===== src/rtl/wdg_pkg.sv =====
`timescale 1ns/1ps
package wdg_pkg;

  // The single key value that turns the watchdog off (when the option also does)
  localparam logic [3:0] WDG_KEY_OFF = 4'b1010;

  typedef enum logic {
    CLR_MODE_SINGLE = 1'b0,
    CLR_MODE_PAIR   = 1'b1
  } clr_mode_e;

  // Watchdog runs when either source enables it
  function automatic logic wdg_is_enabled(input logic cfg_on, input logic [3:0] key);
    return cfg_on | (key != WDG_KEY_OFF);
  endfunction

  // Pair completes once each half is either remembered or striking now
  function automatic logic wdg_pair_complete(input logic seen_a, input logic hit_a,
                                             input logic seen_b, input logic hit_b);
    return (seen_a | hit_a) & (seen_b | hit_b);
  endfunction

  // Prescaler terminal test: the low 'sel' bits are all ones
  function automatic logic wdg_low_bits_full(input logic bit_val, input int bit_idx,
                                             input int sel);
    return bit_val | (bit_idx >= sel);
  endfunction

endpackage


===== src/rtl/wdg_prescaler.sv =====
`timescale 1ns/1ps
module wdg_prescaler #(
  parameter int SEL_W = 3
) (
  input  logic             clk,
  input  logic             rst_n,
  input  logic             clear,
  input  logic             run,
  input  logic [SEL_W-1:0] sel,
  output logic             tick
);
  import wdg_pkg::*;

  localparam int PRE_W = (1 << SEL_W) - 1;

  logic [PRE_W-1:0] pre_q;
  logic [PRE_W-1:0] low_full;

  // One terminal-test bit per prescaler stage; stages at or above sel are don't-care
  generate
    for (genvar gi = 0; gi < PRE_W; gi++) begin : g_term
      assign low_full[gi] = wdg_low_bits_full(pre_q[gi], gi, int'(sel));
    end
  endgenerate

  assign tick = run & (&low_full);

  always_ff @(posedge clk or negedge rst_n) begin
    if (!rst_n) begin
      pre_q <= '0;
    end else if (clear) begin
      pre_q <= '0;
    end else if (run) begin
      pre_q <= pre_q + 1'b1;
    end
  end

endmodule


===== src/rtl/wdg_main_counter.sv =====
`timescale 1ns/1ps
module wdg_main_counter #(
  parameter int CNT_W = 8
) (
  input  logic             clk,
  input  logic             rst_n,
  input  logic             clear,
  input  logic             step,
  output logic [CNT_W-1:0] count,
  output logic             wrap_pulse
);
  localparam logic [CNT_W-1:0] CNT_TOP = '1;

  always_ff @(posedge clk or negedge rst_n) begin
    if (!rst_n) begin
      count      <= '0;
      wrap_pulse <= 1'b0;
    end else begin
      // a restart in the wrap cycle suppresses the pulse
      wrap_pulse <= step & ~clear & (count == CNT_TOP);
      if (clear) begin
        count <= '0;
      end else if (step) begin
        count <= count + 1'b1;
      end
    end
  end

endmodule


===== src/rtl/wdg_clear_ctrl.sv =====
`timescale 1ns/1ps
module wdg_clear_ctrl (
  input  logic clk,
  input  logic rst_n,
  input  logic pair_mode,
  input  logic clr_single,
  input  logic clr_one,
  input  logic clr_two,
  input  logic halt,
  output logic sw_clear,
  output logic seen_one,
  output logic seen_two
);
  import wdg_pkg::*;

  clr_mode_e mode;
  logic      pair_done;

  assign mode      = clr_mode_e'(pair_mode);
  assign pair_done = wdg_pair_complete(seen_one, clr_one, seen_two, clr_two);

  always_comb begin
    if (mode == CLR_MODE_PAIR) sw_clear = pair_done;
    else                       sw_clear = clr_single;
  end

  always_ff @(posedge clk or negedge rst_n) begin
    if (!rst_n) begin
      seen_one <= 1'b0;
      seen_two <= 1'b0;
    end else if (mode != CLR_MODE_PAIR || halt || pair_done) begin
      seen_one <= 1'b0;
      seen_two <= 1'b0;
    end else begin
      seen_one <= seen_one | clr_one;
      seen_two <= seen_two | clr_two;
    end
  end

endmodule


===== src/rtl/wdg_timer.sv =====
`timescale 1ns/1ps
module wdg_timer #(
  parameter int CNT_W = 8,
  parameter int SEL_W = 3
) (
  input  logic             clk,
  input  logic             rst_n,
  input  logic             clr_single,
  input  logic             clr_one,
  input  logic             clr_two,
  input  logic             halt,
  input  logic [3:0]       en_key,
  input  logic             en_opt,
  input  logic             pair_mode,
  input  logic [SEL_W-1:0] div_sel,
  output logic             timeout,
  output logic             in_halt
);
  import wdg_pkg::*;

  // named internal events, visible to the bound checker
  logic             wdt_on;
  logic             sw_clear;
  logic             clear_evt;
  logic             pre_tick;
  logic             seen_one;
  logic             seen_two;
  logic [CNT_W-1:0] count_q;
  logic             in_halt_q;

  assign wdt_on    = wdg_is_enabled(en_opt, en_key);
  assign clear_evt = sw_clear | halt;

  wdg_clear_ctrl u_clr (
    .clk        (clk),
    .rst_n      (rst_n),
    .pair_mode  (pair_mode),
    .clr_single (clr_single),
    .clr_one    (clr_one),
    .clr_two    (clr_two),
    .halt       (halt),
    .sw_clear   (sw_clear),
    .seen_one   (seen_one),
    .seen_two   (seen_two)
  );

  wdg_prescaler #(.SEL_W(SEL_W)) u_pre (
    .clk   (clk),
    .rst_n (rst_n),
    .clear (clear_evt),
    .run   (wdt_on),
    .sel   (div_sel),
    .tick  (pre_tick)
  );

  wdg_main_counter #(.CNT_W(CNT_W)) u_cnt (
    .clk        (clk),
    .rst_n      (rst_n),
    .clear      (clear_evt),
    .step       (pre_tick),
    .count      (count_q),
    .wrap_pulse (timeout)
  );

  // halt state: entered by strobe, left on the wake pulse
  always_ff @(posedge clk or negedge rst_n) begin
    if (!rst_n)       in_halt_q <= 1'b0;
    else if (halt)    in_halt_q <= 1'b1;
    else if (timeout) in_halt_q <= 1'b0;
  end

  assign in_halt = in_halt_q;

endmodule


===== config.mk =====
export PLATFORM = sky130hd
export DESIGN_NAME = wdg_timer
export DESIGN_NICKNAME = d
export VERILOG_FILES = /design/src/rtl/wdg_pkg.sv /design/src/rtl/wdg_prescaler.sv /design/src/rtl/wdg_main_counter.sv /design/src/rtl/wdg_clear_ctrl.sv /design/src/rtl/wdg_timer.sv
export SDC_FILE = /design/constraint.sdc
export NUM_CORES = 1
export LEC_CHECK = 0
export BUFFER_PORTS_ARGS = -buffer_cell sky130_fd_sc_hd__buf_2
export CORE_UTILIZATION = 50
export DETAILED_ROUTE_END_ITERATION = 12
export GPL_ROUTABILITY_DRIVEN = 0
export PLACE_DENSITY_LB_ADDON = 0.12
export SETUP_SLACK_MARGIN = 0.05
export SLEW_MARGIN = 20
export SYNTH_ARGS = -nofsm -noshare
export SYNTH_HDL_FRONTEND = slang
export SYNTH_SLANG_ARGS = --single-unit

===== constraint.sdc =====
create_clock -name clk -period 5 [get_ports clk]
set_clock_uncertainty 0.1 [all_clocks]
set_input_delay 0.5 -clock clk [delete_from_list [all_inputs] [get_ports clk]]
set_output_delay 0.5 -clock clk [all_outputs]
set_load 0.02 [all_outputs]

==> impl_metrics.yaml, run 1 <==
outcome:
  status: "finished, final reports clean"
critical_path:
  cp.arrival_ps: 2130
  crit_slowest_cell: "or4b_4"
  critPathRequiredTime_ps: 5100
  crit_buf_inv: 0
  cp-start-kind: "register"
  path_max_fanout: 12
  worstSetupPathType: "register to register"
  cp_top_family: "simple AND/OR/NAND/NOR gates"
  cp_slowest_stage_delay_ps: 580
  cp-end-kind: "register"
  path_cells: "o211ai_1, o22a_1, or4b_4, mux2_4"
drt:
  drt_pass1_iterations: 4
  vias_per_cell: 5.86
  vias: 914
  wire_per_inst_um: 13.6
  ant_nets: 0
  wirelength_um: 2130
  drcViolationCount: 0
  drt_iter0_drc: 29
min_path:
  holdCritPathClass: "primary input to async pin"
cells_and_area:
  final_common_cell: "dfrtp_1"
  final_nets: 147
  fin_cells: 156
  drive_gt1_share_pct: 18.6
  nFillCells: 185
  antenna_cells: 0
  area_growth_pct: 12.3
  final_cell_mix: "dfrtp_1 (19), buf_2 (16), nor2_1 (14), nand2_1 (10), or3_1 (7)"
  finish.utilization_pct: 59.8
clocking:
  tritoncts: "built"
  clk_path_buf_depth: 2
  cts_hold_buf: 0
  clock_sinks: 19
  clock_latency_ps: 300
  cts-root-buf: "clkbuf_4"
  cts_buffers: 3
  clkTransAtPathRegs_ps: 110
  cts_setup_buffers: 0
  cts_resized: 0
  cts_max_level: 1
timing:
  max_freq_mhz: 491
  worst_pin_slew_ps: 561
  setup-tns-final_ps: 0
  final-setup-viol-count: 0
  relSlewSlack_pct: 62.5
  fin_crit_sh_pct: 40.7
  period_needed_ps: 2040
  slew_viol_final: 0
  hold_viol_final: 0
  rsz0062_at_grt: "no"
synth:
  syn_nets: 129
  yosysUniqueCellTypes: 34
  syn_area_sq_um: 1040
  synth_edf_count: 0
  netlist_instances: 112
  avgSynthCellArea_sq_um: 9.33
  async_reset_ff_share_pct: 100
  ys_ff_latch: 19
  ys_seq_area_share_pct: 45.5
  yosys_warnings: 0
  ys.flop_type: "dfrtp_1"
grt:
  grtUsageTotal_pct: 19.8
  gr-usage-met1_pct: 23.9
  grt_max_degree: 20
  grt_pass1_wl_um: 3080
  busiest_layer: "met2"
  use_met3_pct: 4.53
  globalRoute.totalOverflow: 0
  antenna_found_initial: 0
  grt_use_met2_pct: 33.5
  grt_pass1_vias: 760
power_and_ir_drop:
  switching_power_mw: 0.0708
  p_per_area_nw_per_um2: 228
  switching_share_pct: 26.5
  vdd_drop_max_uv: 132
  p_leak_nw: 0.518
  power_frac_comb_pct: 10.9
  seqPwrFrac_pct: 59.2
  p_clk_share_pct: 29.9
  p_int_mw: 0.197
floorplanning:
  rows: 16
  die_h_um: 47.7
  initial_utilization_pct: 53.3
  core-area_sq_um: 1960
  die_area_sq_um: 2280
  die_x_um: 47.7
  ios: 17
placement:
  io_buffers: 16
  dp_cells: 152
  dp_hpwl_um: 1590
flow_run:
  cap_violations: 0
registers in the layout, summed over array words and instances (netlist names):
register and count:
u_cnt.count 8, u_pre.pre_q 7, in_halt 1, u_clr.seen_one 1
u_clr.seen_two 1, u_cnt.wrap_pulse 1
final timing paths:
kind                                      from              to  slack, ps  depth (start not counted)
min in group clk                       clr_one  u_clr.seen_two        280                          2
max in group asynchronous                rst_n  u_clr.seen_one       4490                          1
worst min-delay path                     rst_n  u_cnt.count[1]         10                          1
worst min register to register  u_clr.seen_one  u_clr.seen_two        390                          1
worst max register to register  u_pre.pre_q[2]  u_cnt.count[4]       2960                          4
worst max-delay path            u_pre.pre_q[2]  u_cnt.count[4]       2960                          4
cell families after synthesis:
kind of cell | share of synthesized area [%]
AOI/OAI and AO/OA | 11.5
DFF | 45.5
adders and majority gates | 2.39
xor gates and xnor gates | 5.03
and+or+nand+nor | 31.6
muxes | 2.39
buffers and inverters | 1.56
layer usage:
layer	routed length, um	vias up
li1	-	443
met1	917	436
met4	34	0
met3	86	5
met5	0	-
met2	1090	30
worst reg2reg max path: cells and delay by family, from the launching register on:
| kind | cells | cell delay, ps |
|---|---|---|
| multiplexers | 1 | 300 |
| AND/OR/NAND/NOR | 1 | 580 |
| flip-flops | 1 | 460 |
| AO/OA/AOI/OAI | 2 | 480 |
synthesized netlist by cell type (2+ instances only):
master / number / area (sq um)
xor2_1: 5 / 43.8
and3_1: 2 / 12.5
dfrtp_1: 19 / 475
nor4_1: 2 / 12.5
o21ai_0: 6 / 30.0
nand4_1: 5 / 31.3
nand2b_1: 6 / 37.5
nor2_1: 14 / 52.6
nand3_1: 3 / 15.0
nand2_1: 10 / 37.5
or4_1: 3 / 22.5
ha_1: 2 / 25.0
a21oi_1: 6 / 30.0
o22ai_1: 2 / 12.5
or3_1: 7 / 43.8
clkbuf_1: 2 / 7.51
final cells by class:
cell class	count	area, sq um	area share, %
Multi-Input combinational cell	89	553	47.1
Timing Repair Buffer	16	80.1	6.82
Clock inverter	1	5.00	0.426
Clock buffer	3	22.5	1.92
Inverter	1	3.75	0.320
Tap cell	27	33.8	2.88
Sequential cell	19	475	40.5
per-stage QoR:
stage               cell area (sq um)  hold slack [ps]  worst slack, ps  power (mW)
floorplan                        1040              104             3030       0.177
global placement                 1150              344             2750       0.189
detailed placement               1150              363             2710       0.191
CTS                              1170             22.5             2960       0.271
global route                     1170             36.8             2900       0.281
finish                           1170             14.1             2960       0.267
power groups by stage:
stage	Combinational, mW	Clock, mW	Sequential, mW
CTS	0.0299	0.0828	0.158
finish	0.0292	0.0799	0.158
detailed placement	0.0296	0	0.161
global route	0.0336	0.0885	0.158
floorplan	0.0163	0	0.161
global placement	0.0284	0	0.161
(Power assumes the default switching activity.)
==> run 2, diff against run 1 <==
--- a/config.mk
+++ b/config.mk
@@ -5,6 +5,7 @@
 export SDC_FILE = /design/constraint.sdc
 export NUM_CORES = 1
 export LEC_CHECK = 0
+export ABC_AREA = 1
 export BUFFER_PORTS_ARGS = -buffer_cell sky130_fd_sc_hd__buf_2
 export CORE_UTILIZATION = 50
 export DETAILED_ROUTE_END_ITERATION = 12
==> constraint.sdc (replaced) <==
create_clock -name clk -period 1.76 [get_ports clk]
set_clock_uncertainty 0.1 [all_clocks]
set_input_delay 0.176 -clock clk [delete_from_list [all_inputs] [get_ports clk]]
set_output_delay 0.176 -clock clk [all_outputs]
set_load 0.02 [all_outputs]
==> run 2 against run 1 <==
Effect of this change: critical endpoint is now u_pre.pre_q[5]; total power increased to 2.9 times the previous value; first-iteration DRC count decreased by 6.9%; cell count increased by 40%; non-clock buffer count increased by 2.
==> impl_metrics.yaml, run 2 <==
clocking:
  clkTransAtPathRegs_ps: 120
  clock_sinks: 19
  cts_buffers: 3
  clk_path_buf_depth: 2
  cts-root-buf: "clkbuf_4"
  cts_max_level: 1
  cts_setup_buffers: 0
  tritoncts: "built"
  clock_latency_ps: 300
timing:
  holdWs_ps: 5.92
  period_needed_ps: 1440
  setup-tns-final_ps: 0
  relSlewSlack_pct: 72.3
  slew_viol_final: 0
  worst_pin_slew_ps: 416
  hold_viol_final: 0
  rsz0062_at_grt: "no"
  max_freq_mhz: 695
  fin_crit_sh_pct: 81.8
  final-setup-viol-count: 0
min_path:
  holdCritPathClass: "primary input to register"
  min-delay-start: "halt"
  holdPathStages: 3
  min_to: "in_halt"
drt:
  wire_per_inst_um: 11.3
  wl_met3_um: 83
  vias_per_cell: 5.19
  drt_pass1_iterations: 4
  drt_iter0_drc: 27
  ant_nets: 0
  top_layer_used: "met4"
  wl_met2_um: 1160
  wl_met1_um: 1210
  vias: 1132
  wirelength_um: 2460
  drcViolationCount: 0
grt:
  globalRoute.totalOverflow: 0
  grt_pass1_vias: 1012
  grt_pass1_wl_um: 4290
  grt_max_degree: 20
  antenna_found_initial: 0
  grtUsageTotal_pct: 21.5
cells_and_area:
  top_register: "u_cnt.count"
  finish.utilization_pct: 60.9
  area_growth_pct: 11.8
  final_nets: 208
  antenna_cells: 0
  largest_reg_flops: 8
  final_common_cell: "nand2_1"
  final_cell_mix: "nand2_1 (45), inv_1 (23), nand3_1 (19), dfrtp_1 (19), buf_2 (16)"
  reg_top3: "u_cnt.count: 8 flops, u_pre.pre_q: 7 flops"
  drive_gt1_share_pct: 19.5
power_and_ir_drop:
  power_frac_comb_pct: 12.6
  p_per_area_nw_per_um2: 562
  seqPwrFrac_pct: 58.1
  switching_power_mw: 0.213
  p_int_mw: 0.560
  switching_share_pct: 27.5
  vdd_drop_max_uv: 314
  p_leak_nw: 0.752
  p_clk_share_pct: 29.3
floorplanning:
  die_x_um: 51.6
  die_area_sq_um: 2660
  initial_utilization_pct: 54.5
  rows: 17
  ios: 17
  core-area_sq_um: 2250
  die_h_um: 51.6
placement:
  dp_hpwl_um: 1850
  io_buffers: 16
flow_run:
  cap_violations: 0
critical_path:
  worstSetupPathType: "register to register"
  cp.arrival_ps: 1530
  cp_slowest_stage_delay_ps: 390
  cpMostUsedCell: "nand2_1"
  worstRegToRegCells: 6
  critPathRequiredTime_ps: 1850
  crit_buf_inv: 0
  r2r_start: "u_clr.seen_one"
  worstReg2RegEnd: "u_pre.pre_q[5]"
  cp-end-kind: "register"
  rrSetupSlack_ps: 320
  crit_slowest_cell: "dfrtp_1"
  path_cells: "nor2_1, o21ai_1, nand2_2, nand2_1, nand3_1, nand2_1"
  cp_top_family: "simple AND/OR/NAND/NOR gates"
  cp-start-kind: "register"
  path_max_fanout: 17
synth:
  synth_common_cells: "nand2_1 (45), inv_1 (23), dfrtp_1 (19), nand3_1 (19), nand4_1 (13)"
  avgSynthCellArea_sq_um: 7.23
  synth_edf_count: 0
  ys_ff_latch: 19
  yosys_warnings: 0
  ys.flop_type: "dfrtp_1"
  syn_area_sq_um: 1230
  syn_nets: 187
  synthMostInstantiatedCell: "nand2_1"
  synth_top_area_share_pct: 38.7
  ys_seq_area_share_pct: 38.7
  async_reset_ff_share_pct: 100
  yosysUniqueCellTypes: 23
  synth_area_leader_cell: "dfrtp_1"
  netlist_instances: 170
  synthTopCellsByArea: "dfrtp_1 (39%), nand2_1 (14%), nand3_1 (7.7%)"
outcome:
  status: "finished, final reports clean"
[run 2: cell count changes in the layout (fill, tap and decap cells not counted), moves of 3 or more]
cell / previous run / this run
inv_2: 0 / 4
nor2_1: 14 / 9
a21oi_1: 6 / 3
inv_1: 1 / 23
nand2_2: 0 / 6
nand2_1: 10 / 45
or4_1: 3 / 0
nand2b_1: 6 / 0
nand3_1: 3 / 19
o21ai_1: 0 / 5
or3_1: 7 / 0
nand4_1: 5 / 13
[run 2: how the worst max path moves through the flow]
| stage | start | endpoint | slack [ps] | cells past startpoint |
|---|---|---|---|---|
| finish | u_clr.seen_one | u_pre.pre_q[5] | 320 | 6 |
| global route | u_clr.seen_one | u_pre.pre_q[6] | 180 | 5 |
| floorplan | u_cnt.count[0] | u_cnt.count[4] | 480 | 6 |
| CTS | u_clr.seen_one | u_pre.pre_q[5] | 330 | 6 |
| detailed placement | u_clr.seen_one | u_pre.pre_q[5] | 350 | 6 |
| global placement | u_pre.pre_q[0] | u_cnt.count[3] | 370 | 9 |
[run 2: stage by stage]
step	setup WS [ps]	power, mW	instances	instance area, sq um
finish	320	0.772	218	1370
global route	185	0.807	218	1370
CTS	330	0.778	218	1370
floorplan	477	0.515	170	1230
global placement	371	0.549	213	1340
detailed placement	355	0.553	213	1340
[run 2: power groups by stage]
| stage | combinational, mW | sequential (mW) | clock, mW |
|---|---|---|---|
| final | 0.0975 | 0.448 | 0.226 |
| after global routing | 0.111 | 0.449 | 0.247 |
| after CTS | 0.0983 | 0.448 | 0.232 |
| after detailed placement | 0.0962 | 0.457 | 0 |
| after global placement | 0.0929 | 0.456 | 0 |
| after floorplan | 0.0597 | 0.455 | 0 |
[run 2: what timing repair did]
item | 4_1_cts | 5_1_grt
hold buffers | 1 | 0
endpoints found under the hold margin | 19 | 0
gates resized for setup | 0 | 0
[run 2: logic make-up (layout without fill, tap and decap cells)]
| family | count (synthesis) | in the layout | share of synthesized area (%) |
|---|---|---|---|
| simple gates | 102 | 102 | 41.4 |
| buf+inv | 30 | 50 | 9.77 |
| flops | 19 | 19 | 38.7 |
| compound gates | 14 | 14 | 5.91 |
| xor+xnor | 3 | 3 | 2.14 |
| fa+ha+maj | 2 | 2 | 2.04 |
[run 2: metal layers]
metal / track usage (%) / vias up
met5: 0 / -
met4: 5.41 / 0
met3: 2.63 / 2
met2: 35.5 / 22
met1: 29.9 / 520
li1: - / 588
[run 2: worst reg2reg max path: stages (launching register included)]
cell     delay, ps
dfrtp_1        390
nor2_1         140
o21ai_1         90
nand2_2        250
nand2_1        190
nand3_1        120
nand2_1         50
[run 2: final cells by class]
type / count / area (sq um)
well taps: 28 / 35.0
flip-flops and latches: 19 / 475
fillers: 218 / 881
inverters: 28 / 105
clock inverters: 1 / 5.00
multi-input cells: 121 / 633
repair buffers: 18 / 97.6
clock buffers: 3 / 22.5
